`src/rtl/ep_tx_pkg.sv`:
```
package ep_tx_pkg;

  typedef enum logic [1:0] {
    RESP_NONE  = 2'b00,
    RESP_DATA  = 2'b01,
    RESP_NAK   = 2'b10,
    RESP_STALL = 2'b11
  } resp_e;

  localparam int B_ROOM  = 0;
  localparam int B_DONE  = 1;
  localparam int B_FLUSH = 2;
  localparam int B_UNDR  = 3;
  localparam int B_SSENT = 4;
  localparam int B_FSTL  = 5;
  localparam int B_SHORT = 7;

  // status image, strobe bits and reserved bits read as zero
  function automatic logic [7:0] status_byte(input logic room, input logic done,
                                             input logic undr, input logic ssent,
                                             input logic fstl);
    logic [7:0] s;
    s = '0;
    s[B_ROOM]  = room;
    s[B_DONE]  = done;
    s[B_UNDR]  = undr;
    s[B_SSENT] = ssent;
    s[B_FSTL]  = fstl;
    return s;
  endfunction

  // answer chosen for an IN token
  function automatic resp_e resp_pick(input logic fstl, input logic have_pkt);
    if (fstl) return RESP_STALL;
    if (!have_pkt) return RESP_NAK;
    return RESP_DATA;
  endfunction

endpackage

```
`src/rtl/ep_tx_store.sv`:
```
module ep_tx_store #(
  parameter int SLOTS     = 2,
  parameter int PKT_BYTES = 64,
  parameter int SLOT_W    = $clog2(SLOTS),
  parameter int IDX_W     = $clog2(PKT_BYTES),
  parameter int LEN_W     = $clog2(PKT_BYTES + 1)
) (
  input  logic              clk,
  input  logic              rst_n,
  input  logic              wr_en,
  input  logic [SLOT_W-1:0] wr_slot,
  input  logic [IDX_W-1:0]  wr_idx,
  input  logic [7:0]        wr_data,
  input  logic              len_we,
  input  logic [LEN_W-1:0]  len_val,
  input  logic [SLOT_W-1:0] rd_slot,
  input  logic [IDX_W-1:0]  rd_idx,
  output logic [7:0]        rd_data,
  output logic [LEN_W-1:0]  rd_len
);

  logic [SLOTS-1:0][7:0]       slot_byte;
  logic [SLOTS-1:0][LEN_W-1:0] slot_len;

  for (genvar s = 0; s < SLOTS; s++) begin : g_slot
    logic [7:0]       mem [PKT_BYTES];
    logic [LEN_W-1:0] len_q;
    logic             hit_w;

    assign hit_w = (wr_slot == SLOT_W'(s));

    always_ff @(posedge clk) begin
      if (wr_en && hit_w) mem[wr_idx] <= wr_data;
    end

    always_ff @(posedge clk or negedge rst_n) begin
      if (!rst_n)               len_q <= '0;
      else if (len_we && hit_w) len_q <= len_val;
    end

    assign slot_byte[s] = mem[rd_idx];
    assign slot_len[s]  = len_q;
  end

  assign rd_data = slot_byte[rd_slot];
  assign rd_len  = slot_len[rd_slot];

endmodule

```
`src/rtl/ep_tx_fifo_ctrl.sv`:
```
module ep_tx_fifo_ctrl #(
  parameter int SLOTS     = 2,
  parameter int PKT_BYTES = 64,
  parameter int SLOT_W    = $clog2(SLOTS),
  parameter int IDX_W     = $clog2(PKT_BYTES),
  parameter int LEN_W     = $clog2(PKT_BYTES + 1),
  parameter int CNT_W     = $clog2(SLOTS + 1)
) (
  input  logic              clk,
  input  logic              rst_n,
  input  logic              byte_we,
  input  logic              short_cmd,
  input  logic              flush_cmd,
  input  logic              tok_data,
  input  logic              rd_req,
  input  logic              ack,
  input  logic [LEN_W-1:0]  head_len,
  output logic [SLOT_W-1:0] head_slot,
  output logic [SLOT_W-1:0] tail_slot,
  output logic [IDX_W-1:0]  fill_idx,
  output logic [IDX_W-1:0]  rd_addr,
  output logic              store_we,
  output logic              commit,
  output logic [LEN_W-1:0]  commit_len,
  output logic [CNT_W-1:0]  q_count,
  output logic              pop,
  output logic              underrun_evt,
  output logic              room
);

  localparam logic [CNT_W-1:0]  SLOTS_C   = CNT_W'(SLOTS);
  localparam logic [IDX_W-1:0]  LAST_IDX  = IDX_W'(PKT_BYTES - 1);
  localparam logic [SLOT_W-1:0] LAST_SLOT = SLOT_W'(SLOTS - 1);

  function automatic logic [SLOT_W-1:0] ring_next(input logic [SLOT_W-1:0] p);
    return (p == LAST_SLOT) ? '0 : p + 1'b1;
  endfunction

  function automatic logic [CNT_W-1:0] count_next(input logic [CNT_W-1:0] c,
                                                  input logic up, input logic dn);
    return c + CNT_W'(up) - CNT_W'(dn);
  endfunction

  logic [LEN_W-1:0] rd_pos;
  logic             have_pkt;
  logic             byte_ok;
  logic             full_hit;
  logic             short_ok;
  logic             rd_step;

  assign room       = (q_count < SLOTS_C);
  assign have_pkt   = (q_count != '0);
  assign byte_ok    = byte_we && room && !flush_cmd;
  assign full_hit   = byte_ok && (fill_idx == LAST_IDX);
  assign short_ok   = short_cmd && room && !flush_cmd && !full_hit;
  assign commit     = full_hit || short_ok;
  assign commit_len = LEN_W'(fill_idx) + LEN_W'(byte_ok);
  assign store_we   = byte_ok;
  assign pop        = ack && have_pkt && !flush_cmd;
  assign rd_step    = rd_req && have_pkt && (rd_pos < head_len);
  assign underrun_evt = rd_req && !rd_step && !flush_cmd;
  assign rd_addr    = rd_pos[IDX_W-1:0];

  always_ff @(posedge clk or negedge rst_n) begin
    if (!rst_n) begin
      head_slot <= '0;
      tail_slot <= '0;
      fill_idx  <= '0;
      q_count   <= '0;
      rd_pos    <= '0;
    end else if (flush_cmd) begin
      head_slot <= '0;
      tail_slot <= '0;
      fill_idx  <= '0;
      q_count   <= '0;
      rd_pos    <= '0;
    end else begin
      if (commit)       fill_idx <= '0;
      else if (byte_ok) fill_idx <= fill_idx + 1'b1;
      if (commit) tail_slot <= ring_next(tail_slot);
      if (pop)    head_slot <= ring_next(head_slot);
      q_count <= count_next(q_count, commit, pop);
      if (pop || tok_data) rd_pos <= '0;
      else if (rd_step)    rd_pos <= rd_pos + 1'b1;
    end
  end

endmodule

```
`src/rtl/ep_tx_csr.sv`:
```
module ep_tx_csr
  import ep_tx_pkg::*;
(
  input  logic        clk,
  input  logic        rst_n,
  input  logic        we,
  input  logic [31:0] wdata,
  input  logic        room,
  input  logic        done_set,
  input  logic        undr_set,
  input  logic        ssent_set,
  input  logic        irq_en,
  output logic [31:0] rdata,
  output logic        fstl,
  output logic        flush_cmd,
  output logic        short_cmd,
  output logic        irq
);

  logic done_q, undr_q, ssent_q;
  logic done_clr, undr_clr, ssent_clr;
  logic unused_bits;

  assign done_clr  = we && wdata[B_DONE];
  assign undr_clr  = we && wdata[B_UNDR];
  assign ssent_clr = we && wdata[B_SSENT];
  assign flush_cmd = we && wdata[B_FLUSH];
  assign short_cmd = we && wdata[B_SHORT];
  assign unused_bits = ^{wdata[31:8], wdata[6], wdata[B_ROOM]};

  always_ff @(posedge clk or negedge rst_n) begin
    if (!rst_n) begin
      done_q  <= 1'b0;
      undr_q  <= 1'b0;
      ssent_q <= 1'b0;
      fstl    <= 1'b0;
      irq     <= 1'b0;
    end else begin
      done_q  <= done_set  || (done_q  && !done_clr);
      undr_q  <= undr_set  || (undr_q  && !undr_clr);
      ssent_q <= ssent_set || (ssent_q && !ssent_clr);
      if (we) fstl <= wdata[B_FSTL];
      if (done_set && irq_en) irq <= 1'b1;
      else if (done_clr)      irq <= 1'b0;
    end
  end

  assign rdata = {24'b0, status_byte(room, done_q, undr_q, ssent_q, fstl)};

endmodule

```
`src/rtl/ep_bulk_in_tx.sv`:
```
module ep_bulk_in_tx
  import ep_tx_pkg::*;
#(
  parameter int SLOTS     = 2,
  parameter int PKT_BYTES = 64
) (
  input  logic                               clk,
  input  logic                               rst_n,
  input  logic                               cpu_dat_we,
  input  logic [7:0]                         cpu_dat,
  input  logic                               csr_we,
  input  logic [31:0]                        csr_wdata,
  output logic [31:0]                        csr_rdata,
  input  logic                               irq_en,
  output logic                               irq,
  input  logic                               eng_tok,
  input  logic                               eng_rd,
  input  logic                               eng_ack,
  output logic [7:0]                         eng_rdata,
  output logic                               resp_valid,
  output logic [1:0]                         resp_kind,
  output logic [$clog2(PKT_BYTES + 1)-1:0]   resp_len
);

  localparam int SLOT_W = $clog2(SLOTS);
  localparam int IDX_W  = $clog2(PKT_BYTES);
  localparam int LEN_W  = $clog2(PKT_BYTES + 1);
  localparam int CNT_W  = $clog2(SLOTS + 1);

  logic [SLOT_W-1:0] head_slot, tail_slot;
  logic [IDX_W-1:0]  fill_idx, rd_addr;
  logic [LEN_W-1:0]  head_len, commit_len;
  logic [CNT_W-1:0]  q_count;
  logic              store_we, commit, ack_pop, underrun_evt, room;
  logic              fstl, flush_cmd, short_cmd;
  logic              have_pkt, tok_data, stall_out;
  resp_e             pick;

  assign have_pkt  = (q_count != '0);
  assign pick      = resp_pick(fstl, have_pkt);
  assign tok_data  = eng_tok && (pick == RESP_DATA);
  assign stall_out = eng_tok && (pick == RESP_STALL);

  ep_tx_store #(
    .SLOTS(SLOTS), .PKT_BYTES(PKT_BYTES),
    .SLOT_W(SLOT_W), .IDX_W(IDX_W), .LEN_W(LEN_W)
  ) u_store (
    .clk(clk), .rst_n(rst_n),
    .wr_en(store_we), .wr_slot(tail_slot), .wr_idx(fill_idx), .wr_data(cpu_dat),
    .len_we(commit), .len_val(commit_len),
    .rd_slot(head_slot), .rd_idx(rd_addr), .rd_data(eng_rdata), .rd_len(head_len)
  );

  ep_tx_fifo_ctrl #(
    .SLOTS(SLOTS), .PKT_BYTES(PKT_BYTES),
    .SLOT_W(SLOT_W), .IDX_W(IDX_W), .LEN_W(LEN_W), .CNT_W(CNT_W)
  ) u_ctrl (
    .clk(clk), .rst_n(rst_n),
    .byte_we(cpu_dat_we), .short_cmd(short_cmd), .flush_cmd(flush_cmd),
    .tok_data(tok_data), .rd_req(eng_rd), .ack(eng_ack), .head_len(head_len),
    .head_slot(head_slot), .tail_slot(tail_slot), .fill_idx(fill_idx),
    .rd_addr(rd_addr), .store_we(store_we), .commit(commit),
    .commit_len(commit_len), .q_count(q_count), .pop(ack_pop),
    .underrun_evt(underrun_evt), .room(room)
  );

  ep_tx_csr u_csr (
    .clk(clk), .rst_n(rst_n),
    .we(csr_we), .wdata(csr_wdata), .room(room),
    .done_set(ack_pop), .undr_set(underrun_evt), .ssent_set(stall_out),
    .irq_en(irq_en), .rdata(csr_rdata), .fstl(fstl),
    .flush_cmd(flush_cmd), .short_cmd(short_cmd), .irq(irq)
  );

  always_ff @(posedge clk or negedge rst_n) begin
    if (!rst_n) begin
      resp_valid <= 1'b0;
      resp_kind  <= RESP_NONE;
      resp_len   <= '0;
    end else begin
      resp_valid <= eng_tok;
      resp_kind  <= eng_tok ? pick : RESP_NONE;
      resp_len   <= tok_data ? head_len : '0;
    end
  end

endmodule

```
`config.mk`:
```
export PLATFORM = sky130hd
export DESIGN_NAME = ep_bulk_in_tx
export DESIGN_NICKNAME = d
export VERILOG_FILES = /design/src/rtl/ep_tx_pkg.sv /design/src/rtl/ep_tx_store.sv /design/src/rtl/ep_tx_fifo_ctrl.sv /design/src/rtl/ep_tx_csr.sv /design/src/rtl/ep_bulk_in_tx.sv
export SDC_FILE = /design/constraint.sdc
export NUM_CORES = 1
export LEC_CHECK = 0
export BUFFER_PORTS_ARGS = -buffer_cell sky130_fd_sc_hd__buf_2
export CAP_MARGIN = 15
export CORE_ASPECT_RATIO = 1.5
export CORE_MARGIN = 2
export CORE_UTILIZATION = 58
export DETAILED_ROUTE_END_ITERATION = 12
export PLACE_DENSITY = 0.72
export RECOVER_POWER = 25
export SLEW_MARGIN = 30
export SYNTH_ARGS = -nofsm -noshare
export SYNTH_HDL_FRONTEND = slang
export SYNTH_SLANG_ARGS = --single-unit
```
`constraint.sdc`:
```
create_clock -name clk -period 3 [get_ports clk]
set_input_delay 0 -clock clk [delete_from_list [all_inputs] [get_ports clk]]
set_output_delay 0 -clock clk [all_outputs]
set_load 0.02 [all_outputs]
```
; ---- Word level (Yosys, flattened, before mapping)
; Memories as Yosys holds them, arrays and structs flattened.
; Index checks and enable logic that the tools add are counted.
; Widths: inputs -> output; s select.
[totals]
register_bits = 46
ram_bits = 1024
mem_count = 2
[op_classes]
add_sub_neg = 7
magnitude_cmp = 3
eq_ne = 3
muxes = 32
n_bitwise = 1
reduce_logical = 44
[mem_list]
columns = memory, words, width, rd, rd_clocked_by_memory_dff, write_ports, line_no
row1 = u_store.g_slot[0].mem, 64, 8, 1, 0, 1, ep_tx_store.sv:26  ; logic [7:0] mem [PKT_BYTES];
row2 = u_store.g_slot[1].mem, 64, 8, 1, 0, 1, ep_tx_store.sv:26
[op_table]
columns = op, n
row1 = $mux 7, 6
row2 = $logic_and 1x1->1, 27
row3 = $mux 6, 3
row4 = $mux 8, 2
row5 = $mux 1, 15
row6 = $mux 2, 6
row7 = $reduce_bool 2->1, 4
row8 = $add 6x1->7, 1
row9 = $add 7x1->7 const B, 1
row10 = $lt 7x7->1, 1
row11 = $add 6x1->6 const B, 1
row12 = $eq 6x6->1 const B, 1
row13 = $logic_not 1->1, 6
row14 = $reduce_bool 3->1, 2
row15 = $logic_or 1x1->1, 5
row16 = $add 1x1->1 const B, 2
row17 = $add 2x1->2, 1
row18 = $eq 2x1->1 const B, 1
row19 = $eq 2x2->1 const B, 1
row20 = $lt 1x2->1 const B, 1
row21 = $lt 2x2->1 const B, 1
row22 = $sub 2x1->2, 1
row23 = $not 1->1, 1

; ---- Longest topological paths before layout
; Gate-level depths: netlist of the first run.
[logic_depth]
ltp_word = 10
depth_mapped = 12
depth_no_buf = 10

; ---- By module
; From an unflattened synthesis of the first run, not the netlist that was laid out.
[hier_totals]
hier_cells = 1867
area_unflattened_um2 = 42117.9
[by_module_without_submodules]
columns = mod, n_inst, cells_per_inst, area_per_inst_um2
row1 = ep_tx_store, 1, 1673, 40118.5
row2 = ep_tx_fifo_ctrl, 1, 122, 1171.1
row3 = ep_tx_csr, 1, 48, 437.9
row4 = ep_bulk_in_tx, 1, 24, 390.4

; ---- Worst setup path after synthesis of the first run
; Ideal clock, no wire load.
[synth_timing]
kind = register to register
start = register u_ctrl.head_slot
end = register u_ctrl.rd_pos[6]
setup_ns = 0.080
arrival_time_ns = 2.595
t_required_ns = 2.920
setup_slack_ns = 0.325
path_stages_with_launch = 13
path_buffers = 3
period_less_slack_ns = 2.675
path_cell_list = dfrtp_1 -> clkbuf_1 -> buf_2 -> mux2i_1 -> ha_1 -> a21oi_1 -> nor2b_1 -> o21ai_0 -> nand2_1 -> or2_1 -> clkbuf_1 -> or3_1 -> a21oi_1
[synth_between]
elab_chain_len = 5
[synth_lines]
columns = item, line_no
row1 = start: declaration, ep_tx_fifo_ctrl.sv:18  ; output logic [SLOT_W-1:0] head_slot,
row2 = start signal: assignment, ep_tx_fifo_ctrl.sv:81  ; if (pop) head_slot <= ring_next(head_slot);
row3 = $mux 7 (implied by the code) (2 in series), ep_tx_store.sv:46  ; assign rd_len = slot_len[rd_slot];
row4 = $lt 7x7->1, ep_tx_fifo_ctrl.sv:60  ; assign rd_step = rd_req && have_pkt && (rd_pos < head_len);
row5 = $logic_and 1x1->1, ep_tx_fifo_ctrl.sv:60
row6 = $reduce_bool 3->1 (no source line), n/a
row7 = end signal: assignment, ep_tx_fifo_ctrl.sv:84  ; else if (rd_step) rd_pos <= rd_pos + 1'b1;
row8 = end: declaration, ep_tx_fifo_ctrl.sv:44  ; logic [LEN_W-1:0] rd_pos;
; No other way between the ends. The select of a mux whose other input is x is not followed.
; A chain may end at the register's enable or synchronous reset.

; ---- Final worst setup path of the first run
[layout_timing]
start = register u_ctrl.rd_pos[0]
end = output eng_rdata[2]
[layout_between]
elab_chain_len = 3
elab_cells_between_ends = 4
[layout_lines]
columns = item, line_no
row1 = $mem_v2 64x8, n/a
row2 = $mux 8 (implied by the code) (*) (2 in series), ep_tx_store.sv:45  ; assign rd_data = slot_byte[rd_slot];
row3 = end: declaration, ep_bulk_in_tx.sv:19  ; output logic [7:0] eng_rdata,
; Mark *: on every way between the ends. The rest lies on a longest branch, timed or not. The select of a mux whose other input is x is not followed.

==> results.py, run 1 <==
metrics = {
    "worst_setup_path": {
        "reg2reg_slack_ps": 100,
        "worst_r2r_src": "u_ctrl.rd_pos[5]$_DFFE_PN0P_",
        "crit_fanout": 5,
        "startpoint": "u_ctrl.rd_pos[0]$_DFFE_PN0P_",
        "cp_slowest_stage_delay_ps": 510,
        "cp.buffers_inverters": 5,
        "critical-path-top-cell-by-count": "sky130_fd_sc_hd__buf_12",
        "setup.worst_path.end_class": "primary output",
        "cp.depth": 11,
        "critical_path.top_delay_family": "buffers and inverters",
        "critical_path.slowest_cell": "sky130_fd_sc_hd__dfrtp_4",
        "list_of_cells_traversed_by_the_critical_path": "buf_12, buf_16, buf_12, buf_4, mux4_2, mux2_2, a21oi_1, nor2_1, o21ai_1, a32oi_4, buf_6",
        "crit_arrival_ps": 3390,
        "critical_path_required_ps": 3000,
        "worst_setup_path_start_kind": "register",
        "depth_of_the_worst_register_to_register_path": 7,
        "critPathKind": "reg2out",
    },
    "yosys": {
        "yosys_warnings": 0,
        "dominant_combinational_cell_family_by_area_after_synthesis": "multiplexers",
        "mappedNetlistArea_um2": 42400,
        "synth_top_cell_by_area": "sky130_fd_sc_hd__edfxtp_1",
        "synth_seq_area_share_pct": 75.2,
        "synth_most_common_cell": "sky130_fd_sc_hd__edfxtp_1",
        "synth_cells": 2171,
        "postSynthAreaPerCell_um2": 19.5,
        "synth-compound-area-share_pct": 2.73,
        "synth_simple_gate_area_share_pct": 3.83,
        "share_of_synthesized_area_spent_on_multiplexers_pct": 15.1,
        "synth_edf_count": 1024,
        "yosys.area_share.xor_xnor_pct": 0.330,
        "synth.lib_cells_used.distinct": 52,
        "biggest_area_contributors_in_the_synthesized_netlist": "sky130_fd_sc_hd__edfxtp_1, sky130_fd_sc_hd__mux4_2, sky130_fd_sc_hd__mux2i_1",
        "async_flop_share_pct": 4.30,
        "ys_seq_elements": 1070,
        "synth_flop_cell": "sky130_fd_sc_hd__edfxtp_1",
        "post_synthesis_share_of_cell_area_spent_on_full_adders_half_adders_and_majority_gates_pct": 0.354,
        "post-synth-top-area-fraction_pct": 72.5,
        "synth_commonest_cells": "sky130_fd_sc_hd__edfxtp_1, sky130_fd_sc_hd__mux4_2, sky130_fd_sc_hd__nor2_1",
    },
    "placement": {
        "dp_hpwl_um": 63500,
        "gp_congestion": 0.892,
        "port-buffer-count": 45,
    },
    "cts": {
        "tritoncts": "yes",
        "h-tree-depth": 3,
        "clk_lat_worst_skew_ps": 650,
        "cts_max_path_buffers": 3,
        "cts_buffers": 91,
        "clock_sinks": 1070,
        "worst_setup_hold_path_clk_slew_ps": 70,
        "root_buffer": "sky130_fd_sc_hd__clkbuf_16",
    },
    "floorplanning": {
        "die_height_um": 335,
        "fp.coreArea_um2": 72500,
        "io-pin-count": 99,
        "die-area_um2": 75400,
        "core.rowCount": 121,
        "start_util_pct": 58.5,
        "floorplan.die.width_um": 225,
    },
    "sta": {
        "tmin_final_ps": 3390,
        "grt_setup_unrepaired": "yes",
        "clock.fmax_mhz": 295,
        "setup_ws_ps": -387,
        "tightest_slew_margin_relative_to_the_limit_pct": -91.5,
        "skew_ps": 20.1,
        "setup_viol": 8,
        "finalHoldViolations": 0,
        "timing.final.max_slew_violations": 376,
        "worstMarginPinSlew_ps": 2870,
        "fin_crit_sh_pct": 113,
        "fin_tns_setup_ps": -2780,
    },
    "route": {
        "wl_met3_um": 6370,
        "detailedRoute.firstIterationViolations": 2636,
        "via_per_inst": 6.40,
        "route.top_layer_used": "met4",
        "detailedRoute.firstPassIterationCount": 5,
        "final_antenna_net_count": 0,
        "wl_met1_um": 38000,
        "drc": 0,
        "met2RoutedLength_um": 53400,
        "post_drt_wl_per_cell_um": 29.4,
        "finalWirelength_um": 103000,
        "routed-via-count": 22300,
    },
    "final_layout": {
        "layout.nets": 2548,
        "antenna_cells": 0,
        "flow.area_growth_from_synthesis_pct": 16.1,
        "post_route_cells_drive_above_1_share_pct": 29.6,
    },
    "worst_hold_path": {
        "hold-path-cell-count": 2,
        "holdCritStartpoint": "eng_tok",
        "min_path_type": "in2reg",
    },
    "pwr": {
        "maximum_vdd_drop_mv": 0.429,
        "leakage_nw": 15.8,
        "power-per-cell-area_nw_per_um2": 691,
        "power_mw": 34.0,
    },
    "grt": {
        "grt_overflow_total": 0,
        "grt_pass1_vias": 22800,
        "grt_first_pass_wirelength_um": 150000,
        "pin_count_of_the_biggest_net_entering_global_routing": 129,
        "antenna_found_initial": 0,
        "track_usage_pct": 27.6,
    },
    "status": {
        "violations": "max-capacitance violations, max-slew violations, negative setup slack",
        "outcome": "complete, but fails checks",
    },
    "job": {
        "drv.max_cap_violation_count": 5,
    },
}
==> routing by layer <==
layer  vias up  global-route usage [%]
met2      1045                    47.8
met3       243                    3.83
met5         -                       0
met4         0                    12.2
li1       9353                       -
met1     11600                    35.0
==> per-stage QoR <==
step | cell area [um2] | utilization (%) | hold WS, ps | cells | setup slack, ps
after floorplan | 42500 | - | -296 | 2197 | 325
after global routing | 49300 | 67.9 | 112 | 3483 | -460
after detailed placement | 45200 | 62.4 | 175 | 3270 | 143
after CTS | 49200 | 67.8 | 16.3 | 3483 | -392
final | 49300 | 67.9 | 120 | 3483 | -387
after global placement | 45200 | 62.4 | 166 | 3270 | 128
==> registers in the layout, summed over array words and instances, names as in the netlist <==
register,count
u_store.g_slot.mem,1024
u_store.g_slot.len_q,14
resp_len,7
u_ctrl.rd_pos,7
u_ctrl.fill_idx,6
resp_kind,2
u_ctrl.q_count,2
resp_valid,1
u_csr.done_q,1
u_csr.fstl,1
u_csr.irq,1
u_csr.ssent_q,1
u_csr.undr_q,1
u_ctrl.head_slot,1
u_ctrl.tail_slot,1
==> layout by cell type (no fill, tap or decap), types with 10 or more instances in the layout <==
master                          instances
sky130_fd_sc_hd__edfxtp_1            1024
sky130_fd_sc_hd__mux4_2               214
sky130_fd_sc_hd__nor2_1               158
sky130_fd_sc_hd__dfrtp_1               41
sky130_fd_sc_hd__o21ai_0               20
sky130_fd_sc_hd__a22oi_2               11
sky130_fd_sc_hd__buf_16                12
sky130_fd_sc_hd__mux2i_1              135
sky130_fd_sc_hd__clkbuf_1              19
sky130_fd_sc_hd__a22oi_1               52
sky130_fd_sc_hd__clkinv_2              20
sky130_fd_sc_hd__a21oi_1               10
sky130_fd_sc_hd__or3_1                 12
sky130_fd_sc_hd__buf_12                23
sky130_fd_sc_hd__nand3_1               20
sky130_fd_sc_hd__buf_2                 27
sky130_fd_sc_hd__conb_1                27
sky130_fd_sc_hd__o211ai_1              27
sky130_fd_sc_hd__buf_4                241
sky130_fd_sc_hd__xnor2_1               10
sky130_fd_sc_hd__clkbuf_16             92
sky130_fd_sc_hd__buf_6                 11
sky130_fd_sc_hd__clkinv_1              21
sky130_fd_sc_hd__nand2_1               95
sky130_fd_sc_hd__dlygate4sd3_1         26
sky130_fd_sc_hd__inv_1                 11
sky130_fd_sc_hd__nand4_1               27
sky130_fd_sc_hd__ha_1                  12
==> repair_timing <==
item	CTS	global route
endpoints found under the hold margin	421	33
pin swaps	22	13
hold buffers	25	1
setup buffers	12	0
endpoints found under the setup margin	8	9
gates cloned	10	0
gates resized for setup	103	27
==> final cells by class <==
class | count | area [um2]
clock inverters | 57 | 398
clock buffers | 109 | 2400
fillers | 4491 | 23300
flip-flops and latches | 1070 | 31900
repair buffers | 357 | 3330
well taps | 922 | 1150
inverters | 11 | 41.3
multi-input cells | 957 | 10000
==> logic make-up (layout without fill, tap and decap cells) <==
logic type / after synthesis / in the layout
buffers and inverters: 170 / 534
DFF: 1070 / 1070
AOI/OAI and AO/OA: 167 / 167
and+or+nand+nor: 363 / 363
adders and majority gates: 12 / 12
other: 1 / 27
xor gates and xnor gates: 16 / 16
muxes: 372 / 372
==> final timing paths <==
kind,end
worst max-delay path,eng_rdata[2]
worst min-delay path,resp_valid$_DFF_PN0_
worst max register to register,u_csr.undr_q$_DFF_PN0_
worst min register to register,u_store.g_slot[0].len_q[1]$_DFFE_PN0P_
max in group asynchronous,u_ctrl.rd_pos[1]$_DFFE_PN0P_
min in group asynchronous,u_csr.irq$_DFFE_PN0P_
==> power by group <==
part / switching [mW] / total [mW] / leakage (nW) / internal, mW
Sequential: 0.150 / 16.7 / 9.81 / 16.5
Clock: 5.25 / 11.2 / 1.37 / 5.99
Combinational: 3.14 / 6.12 / 4.61 / 2.98
Power figures use the tool's default switching activity.
==> run 2, diff against run 1 <==
--- a/config.mk
+++ b/config.mk
@@ -5,12 +5,13 @@
 export SDC_FILE = /design/constraint.sdc
 export NUM_CORES = 1
 export LEC_CHECK = 0
-export BUFFER_PORTS_ARGS = -buffer_cell sky130_fd_sc_hd__buf_2
+export BUFFER_PORTS_ARGS = -buffer_cell sky130_fd_sc_hd__buf_4
 export CAP_MARGIN = 15
 export CORE_ASPECT_RATIO = 1.5
 export CORE_MARGIN = 2
 export CORE_UTILIZATION = 58
 export DETAILED_ROUTE_END_ITERATION = 12
+export MAX_ROUTING_LAYER = met4
 export PLACE_DENSITY = 0.72
 export RECOVER_POWER = 25
 export SLEW_MARGIN = 30
==> results.py, run 2 (synthesis results as in run 1) <==
metrics = {
    "final_layout": {
        "utilization_pct": 68.4,
        "flow.area_growth_from_synthesis_pct": 16.9,
        "mostFrequentLayoutCells": "sky130_fd_sc_hd__edfxtp_1, sky130_fd_sc_hd__buf_4, sky130_fd_sc_hd__mux4_2",
        "top_register": "u_store.g_slot.mem",
        "commonest_non_fill_non_tap_cell_in_the_layout": "sky130_fd_sc_hd__edfxtp_1",
        "largestRegisters": "u_store.g_slot.mem (1024), u_store.g_slot.len_q (14)",
        "layout.nets": 2575,
        "largest_register_ffs": 1024,
        "antenna_cells": 0,
        "post_route_cells_drive_above_1_share_pct": 29.9,
    },
    "sta": {
        "finalHoldViolations": 0,
        "fin_crit_sh_pct": 122,
        "grt_setup_unrepaired": "yes",
        "timing.final.max_slew_violations": 412,
        "clock.fmax_mhz": 274,
        "setup_viol": 8,
        "setup_ws_ps": -648,
        "fin_worst_hold_slack_ps": 121,
        "worstMarginPinSlew_ps": 2790,
        "tightest_slew_margin_relative_to_the_limit_pct": -86.2,
        "tmin_final_ps": 3650,
        "skew_ps": 34.5,
    },
    "pwr": {
        "internal_power_mw": 26.4,
        "power.switching_mw": 8.58,
        "switching_share_pct": 24.5,
        "power-per-cell-area_nw_per_um2": 705,
        "maximum_vdd_drop_mv": 0.456,
        "power.combinational.fraction_pct": 17.8,
        "leakage_nw": 16.0,
        "clkPwrFrac_pct": 34.6,
        "power.share.sequential_pct": 47.6,
    },
    "status": {
        "violations": "max-capacitance violations, max-slew violations, negative setup slack",
        "outcome": "complete, but fails checks",
    },
    "cts": {
        "clk_lat_worst_skew_ps": 670,
        "root_buffer": "sky130_fd_sc_hd__clkbuf_16",
        "clock_sinks": 1070,
        "cts_max_path_buffers": 3,
        "worst_setup_hold_path_clk_slew_ps": 70,
        "h-tree-depth": 3,
        "tritoncts": "yes",
        "cts_buffers": 92,
    },
    "grt": {
        "grt_pass1_vias": 22800,
        "grt_overflow_total": 0,
        "antenna_found_initial": 0,
        "pin_count_of_the_biggest_net_entering_global_routing": 129,
        "track_usage_pct": 28.2,
        "grt_first_pass_wirelength_um": 149000,
    },
    "route": {
        "post_drt_wl_per_cell_um": 28.9,
        "final_antenna_net_count": 0,
        "drc": 0,
        "detailedRoute.firstIterationViolations": 2405,
        "finalWirelength_um": 102000,
        "detailedRoute.firstPassIterationCount": 5,
        "via_per_inst": 6.36,
        "routed-via-count": 22300,
    },
    "placement": {
        "port-buffer-count": 45,
        "dp_hpwl_um": 62600,
        "gp_congestion": 0.972,
    },
    "worst_hold_path": {
        "min_path_type": "in2reg",
        "hold-path-cell-count": 2,
    },
    "worst_setup_path": {
        "depth_of_the_worst_register_to_register_path": 8,
        "critical_path_required_ps": 3000,
        "worst_setup_path_start_kind": "register",
        "crit_arrival_ps": 3650,
        "critPathKind": "reg2out",
        "worst_r2r_src": "u_ctrl.head_slot$_DFFE_PN0P_",
        "startpoint": "u_ctrl.rd_pos[2]$_DFFE_PN0P_",
        "regToRegEndpoint": "u_ctrl.rd_pos[6]$_DFFE_PN0P_",
        "setup.worst_path.end_class": "primary output",
        "worstSetupEndpoint": "eng_rdata[6]",
        "reg2reg_slack_ps": 210,
        "crit_fanout": 35,
    },
    "floorplanning": {
        "die_height_um": 335,
        "io-pin-count": 99,
        "die-area_um2": 75400,
        "start_util_pct": 58.5,
        "core.rowCount": 121,
        "fp.coreArea_um2": 72500,
        "floorplan.die.width_um": 225,
    },
    "job": {
        "drv.max_cap_violation_count": 6,
    },
}
==> run 2: area by class of cell <==
| type | instances | area [um2] |
|---|---|---|
| multi-input cells | 957 | 9990 |
| flip-flops and latches | 1070 | 31900 |
| fillers | 4386 | 22900 |
| repair buffers | 383 | 3440 |
| inverters | 11 | 41.3 |
| clock inverters | 62 | 638 |
| well taps | 922 | 1150 |
| clock buffers | 109 | 2430 |
==> run 2: critical path, cell delays in order (launching register included) <==
cell,delay [ps]
sky130_fd_sc_hd__dfrtp_4,490
sky130_fd_sc_hd__buf_12,190
sky130_fd_sc_hd__buf_12,240
sky130_fd_sc_hd__buf_4,240
sky130_fd_sc_hd__mux4_2,320
sky130_fd_sc_hd__mux4_2,450
sky130_fd_sc_hd__o21ai_0,580
sky130_fd_sc_hd__a31oi_4,220
sky130_fd_sc_hd__buf_6,180
==> run 2: what timing repair did <==
action                                  4_1_cts  5_1_grt
gates cloned                                  6        1
buffers inserted                             27       15
hold buffers                                 25        2
resized for setup                            64       47
hold endpoints to repair                    349      131
pin swaps                                    13       19
endpoints found under the setup margin        8        9
==> run 2: metrics by stage <==
stage	setup WS (ps)	power (mW)	cells	area [um2]	setup TNS [ps]
global route	-680	36.0	3514	49600	-4390
floorplan	325	20.4	2197	42500	0
CTS	-495	34.9	3498	49400	-3530
detailed placement	-28.1	22.1	3269	45200	-28.1
global placement	-21.9	22.0	3269	45200	-21.9
finish	-648	35.0	3514	49600	-3470
==> run 2: routing by layer <==
| metal | vias to the layer above | part of all wire (%) | GRT usage, % |
|---|---|---|---|
| met1 | 11500 | 36 | 34.8 |
| met2 | 1168 | 52 | 46.9 |
| met5 | - | 0 | - |
| met4 | 0 | 4.5 | 11.6 |
| met3 | 261 | 7.7 | 4.53 |
| li1 | 9405 | - | - |
==> run 2: power groups by stage <==
stage	registers [mW]	clock network (mW)	logic, mW
after global routing	16.7	12.8	6.53
after CTS	16.6	12.3	5.99
after floorplan	16.9	0	3.52
after global placement	17.0	0	5.04
final	16.7	12.1	6.23
after detailed placement	17.0	0	5.11
==> run 2: how the worst min path moves through the flow <==
stage	startpoint	endpoint	slack, ps
2_1_floorplan	rst_n	resp_kind[0]$_DFF_PN0_	-300
3_3_place_gp	rst_n	u_csr.irq$_DFFE_PN0P_	30
3_5_place_dp	rst_n	u_csr.irq$_DFFE_PN0P_	30
4_1_cts	cpu_dat[7]	u_store.g_slot[0].mem[6][7]$_DFFE_PP_	4
5_1_grt	eng_tok	resp_valid$_DFF_PN0_	140
6_report	eng_tok	resp_valid$_DFF_PN0_	120
==> run 3, diff against run 2 <==
--- a/config.mk
+++ b/config.mk
@@ -9,10 +9,10 @@
 export CAP_MARGIN = 15
 export CORE_ASPECT_RATIO = 1.5
 export CORE_MARGIN = 2
-export CORE_UTILIZATION = 58
+export CORE_UTILIZATION = 62
 export DETAILED_ROUTE_END_ITERATION = 12
 export MAX_ROUTING_LAYER = met4
-export PLACE_DENSITY = 0.72
+export PLACE_DENSITY = 0.76
 export RECOVER_POWER = 25
 export SLEW_MARGIN = 30
 export SYNTH_ARGS = -nofsm -noshare
==> results.py, run 3 (synthesis results as in run 1) <==
metrics = {
    "status": {
        "outcome": "complete, but fails checks",
        "violations": "max-capacitance violations, max-slew violations, negative setup slack",
    },
    "pwr": {
        "leakage_nw": 16.1,
        "maximum_vdd_drop_mv": 0.499,
        "power-per-cell-area_nw_per_um2": 717,
        "power_mw": 35.8,
    },
    "worst_setup_path": {
        "crit_arrival_ps": 3460,
        "crit_fanout": 8,
        "critPathKind": "reg2out",
        "startpoint": "u_ctrl.rd_pos[0]$_DFFE_PN0P_",
        "worst_r2r_src": "u_ctrl.q_count[1]$_DFF_PN0_",
        "worstSetupEndpoint": "eng_rdata[2]",
        "critical-path-top-cell-by-count": "sky130_fd_sc_hd__mux4_2",
        "cp_slowest_stage_delay_ps": 550,
        "depth_of_the_worst_register_to_register_path": 5,
        "regToRegEndpoint": "u_store.g_slot[0].mem[38][1]$_DFFE_PP_",
        "worst_setup_path_start_kind": "register",
        "list_of_cells_traversed_by_the_critical_path": "buf_12, buf_16, mux4_2, mux4_2, o211ai_1, a32oi_2, buf_4",
        "setup.worst_path.end_class": "primary output",
        "critical_path.slowest_cell": "sky130_fd_sc_hd__mux4_2",
        "reg2reg_slack_ps": 140,
        "critical_path_required_ps": 3000,
    },
    "cts": {
        "clock_sinks": 1070,
        "cts_buffers": 93,
        "root_buffer": "sky130_fd_sc_hd__clkbuf_16",
        "cts_max_path_buffers": 3,
        "h-tree-depth": 3,
        "tritoncts": "yes",
        "clk_lat_worst_skew_ps": 660,
        "worst_setup_hold_path_clk_slew_ps": 70,
    },
    "floorplanning": {
        "die-area_um2": 70600,
        "core.rowCount": 117,
        "io-pin-count": 99,
        "start_util_pct": 62.6,
        "fp.coreArea_um2": 67800,
        "die_height_um": 324,
        "floorplan.die.width_um": 218,
    },
    "sta": {
        "timing.final.max_slew_violations": 552,
        "tightest_slew_margin_relative_to_the_limit_pct": -79.5,
        "grt_setup_unrepaired": "yes",
        "clock.fmax_mhz": 289,
        "worstMarginPinSlew_ps": 2690,
        "setup_ws_ps": -461,
        "finalHoldViolations": 0,
        "setup_viol": 8,
        "skew_ps": 19.7,
        "tmin_final_ps": 3460,
        "fin_crit_sh_pct": 115,
    },
    "final_layout": {
        "largest_register_ffs": 1024,
        "top_register": "u_store.g_slot.mem",
        "commonest_non_fill_non_tap_cell_in_the_layout": "sky130_fd_sc_hd__edfxtp_1",
        "instances_no_fill": 3471,
        "nFillCells": 3628,
        "mostFrequentLayoutCells": "sky130_fd_sc_hd__edfxtp_1, sky130_fd_sc_hd__buf_4, sky130_fd_sc_hd__mux4_2",
        "post_route_cells_drive_above_1_share_pct": 30.7,
        "largestRegisters": "u_store.g_slot.mem (1024), u_store.g_slot.len_q (14)",
        "layout.nets": 2560,
        "antenna_cells": 0,
        "flow.area_growth_from_synthesis_pct": 17.6,
        "post-route-cell-area_um2": 49900,
    },
    "route": {
        "finalWirelength_um": 107000,
        "post_drt_wl_per_cell_um": 30.8,
        "final_antenna_net_count": 0,
        "drc": 0,
        "detailedRoute.firstIterationViolations": 3164,
        "detailedRoute.firstPassIterationCount": 6,
        "routed-via-count": 23100,
        "via_per_inst": 6.66,
    },
    "placement": {
        "placed_cells_incl_taps": 3220,
        "dp_hpwl_um": 64000,
        "port-buffer-count": 45,
        "gp_congestion": 0.895,
        "placement.cell_area_um2": 45100,
        "preCtsSetupSlack_ps": -320,
    },
    "grt": {
        "grt_overflow_total": 0,
        "track_usage_pct": 31.7,
        "grt_first_pass_wirelength_um": 156000,
        "grt_pass1_vias": 23300,
        "antenna_found_initial": 0,
        "pin_count_of_the_biggest_net_entering_global_routing": 129,
    },
    "worst_hold_path": {
        "min_path_type": "in2reg",
    },
    "job": {
        "drv.max_cap_violation_count": 7,
    },
}
## run 3: changes by cell type in the layout (fill, tap and decap cells not counted), sizes merged
cell / change
clkinvlp: -1
bufinv: +4
clkbuf: -4
buf: -13
clkinv: +1
## run 3: layer usage
metal  global-route usage [%]  share of wire (%)  wire (um)
met3                     5.19                8.8       9360
met1                     38.3                 34      36300
met4                     15.4                5.3       5690
met5                        -                  0          0
met2                     52.3                 52      55500
## run 3: where the power goes
group          switching (mW)  internal [mW]  total (mW)
Sequential              0.155           16.5        16.7
Clock                    5.32           7.30        12.6
Combinational            3.41           3.07        6.47
Total                    8.88           26.9        35.8
## run 3: layout make-up
cell class	instances	area, um2	share of cell area, %
clock buffer	108	2470	4.95
clock inverter	66	758	1.52
inverter	11	41.3	0.0828
multi-input combinational	957	10100	20.2
sequential	1070	31900	64.0
tap	892	1120	2.24
timing repair buffer	367	3490	7.01
## run 3: what timing repair did
item                                   CTS  global route
gates cloned                             9             1
pin swaps                               16            19
buffers inserted                        20            20
endpoints found under the hold margin  353           100
setup endpoints to repair                8             8
gates resized for setup                 87            62
hold buffers                            25             2
## run 3: worst max-delay path, delay by kind of cell, from the launching register on
family / cells / cell delay (ps)
multiplexers: 2 / 1060
AO/OA/AOI/OAI: 2 / 620
flip-flops: 1 / 510
buffers and inverters: 3 / 560
## run 3: per-stage QoR
stage / setup TNS [ps] / util [%] / hold slack [ps]
6_report: -3280 / 73.6 / 84.4
3_5_place_dp: -1110 / 66.6 / 36.2
5_1_grt: -4140 / 73.6 / 119
3_3_place_gp: -1150 / 66.5 / 28.2
4_1_cts: -3130 / 72.9 / 12.2
2_1_floorplan: 0 / - / -296
## run 3: worst min path at each step
stage | from | end | slack [ps] | cells after the start
finish | eng_tok | resp_valid$_DFF_PN0_ | 80 | 2
global route | eng_tok | resp_valid$_DFF_PN0_ | 120 | 2
CTS | cpu_dat[5] | u_store.g_slot[0].mem[15][5]$_DFFE_PP_ | 10 | 1
detailed placement | rst_n | u_ctrl.q_count[1]$_DFF_PN0_ | 40 | 1
global placement | rst_n | u_ctrl.q_count[1]$_DFF_PN0_ | 30 | 1
floorplan | rst_n | resp_kind[0]$_DFF_PN0_ | -300 | 0
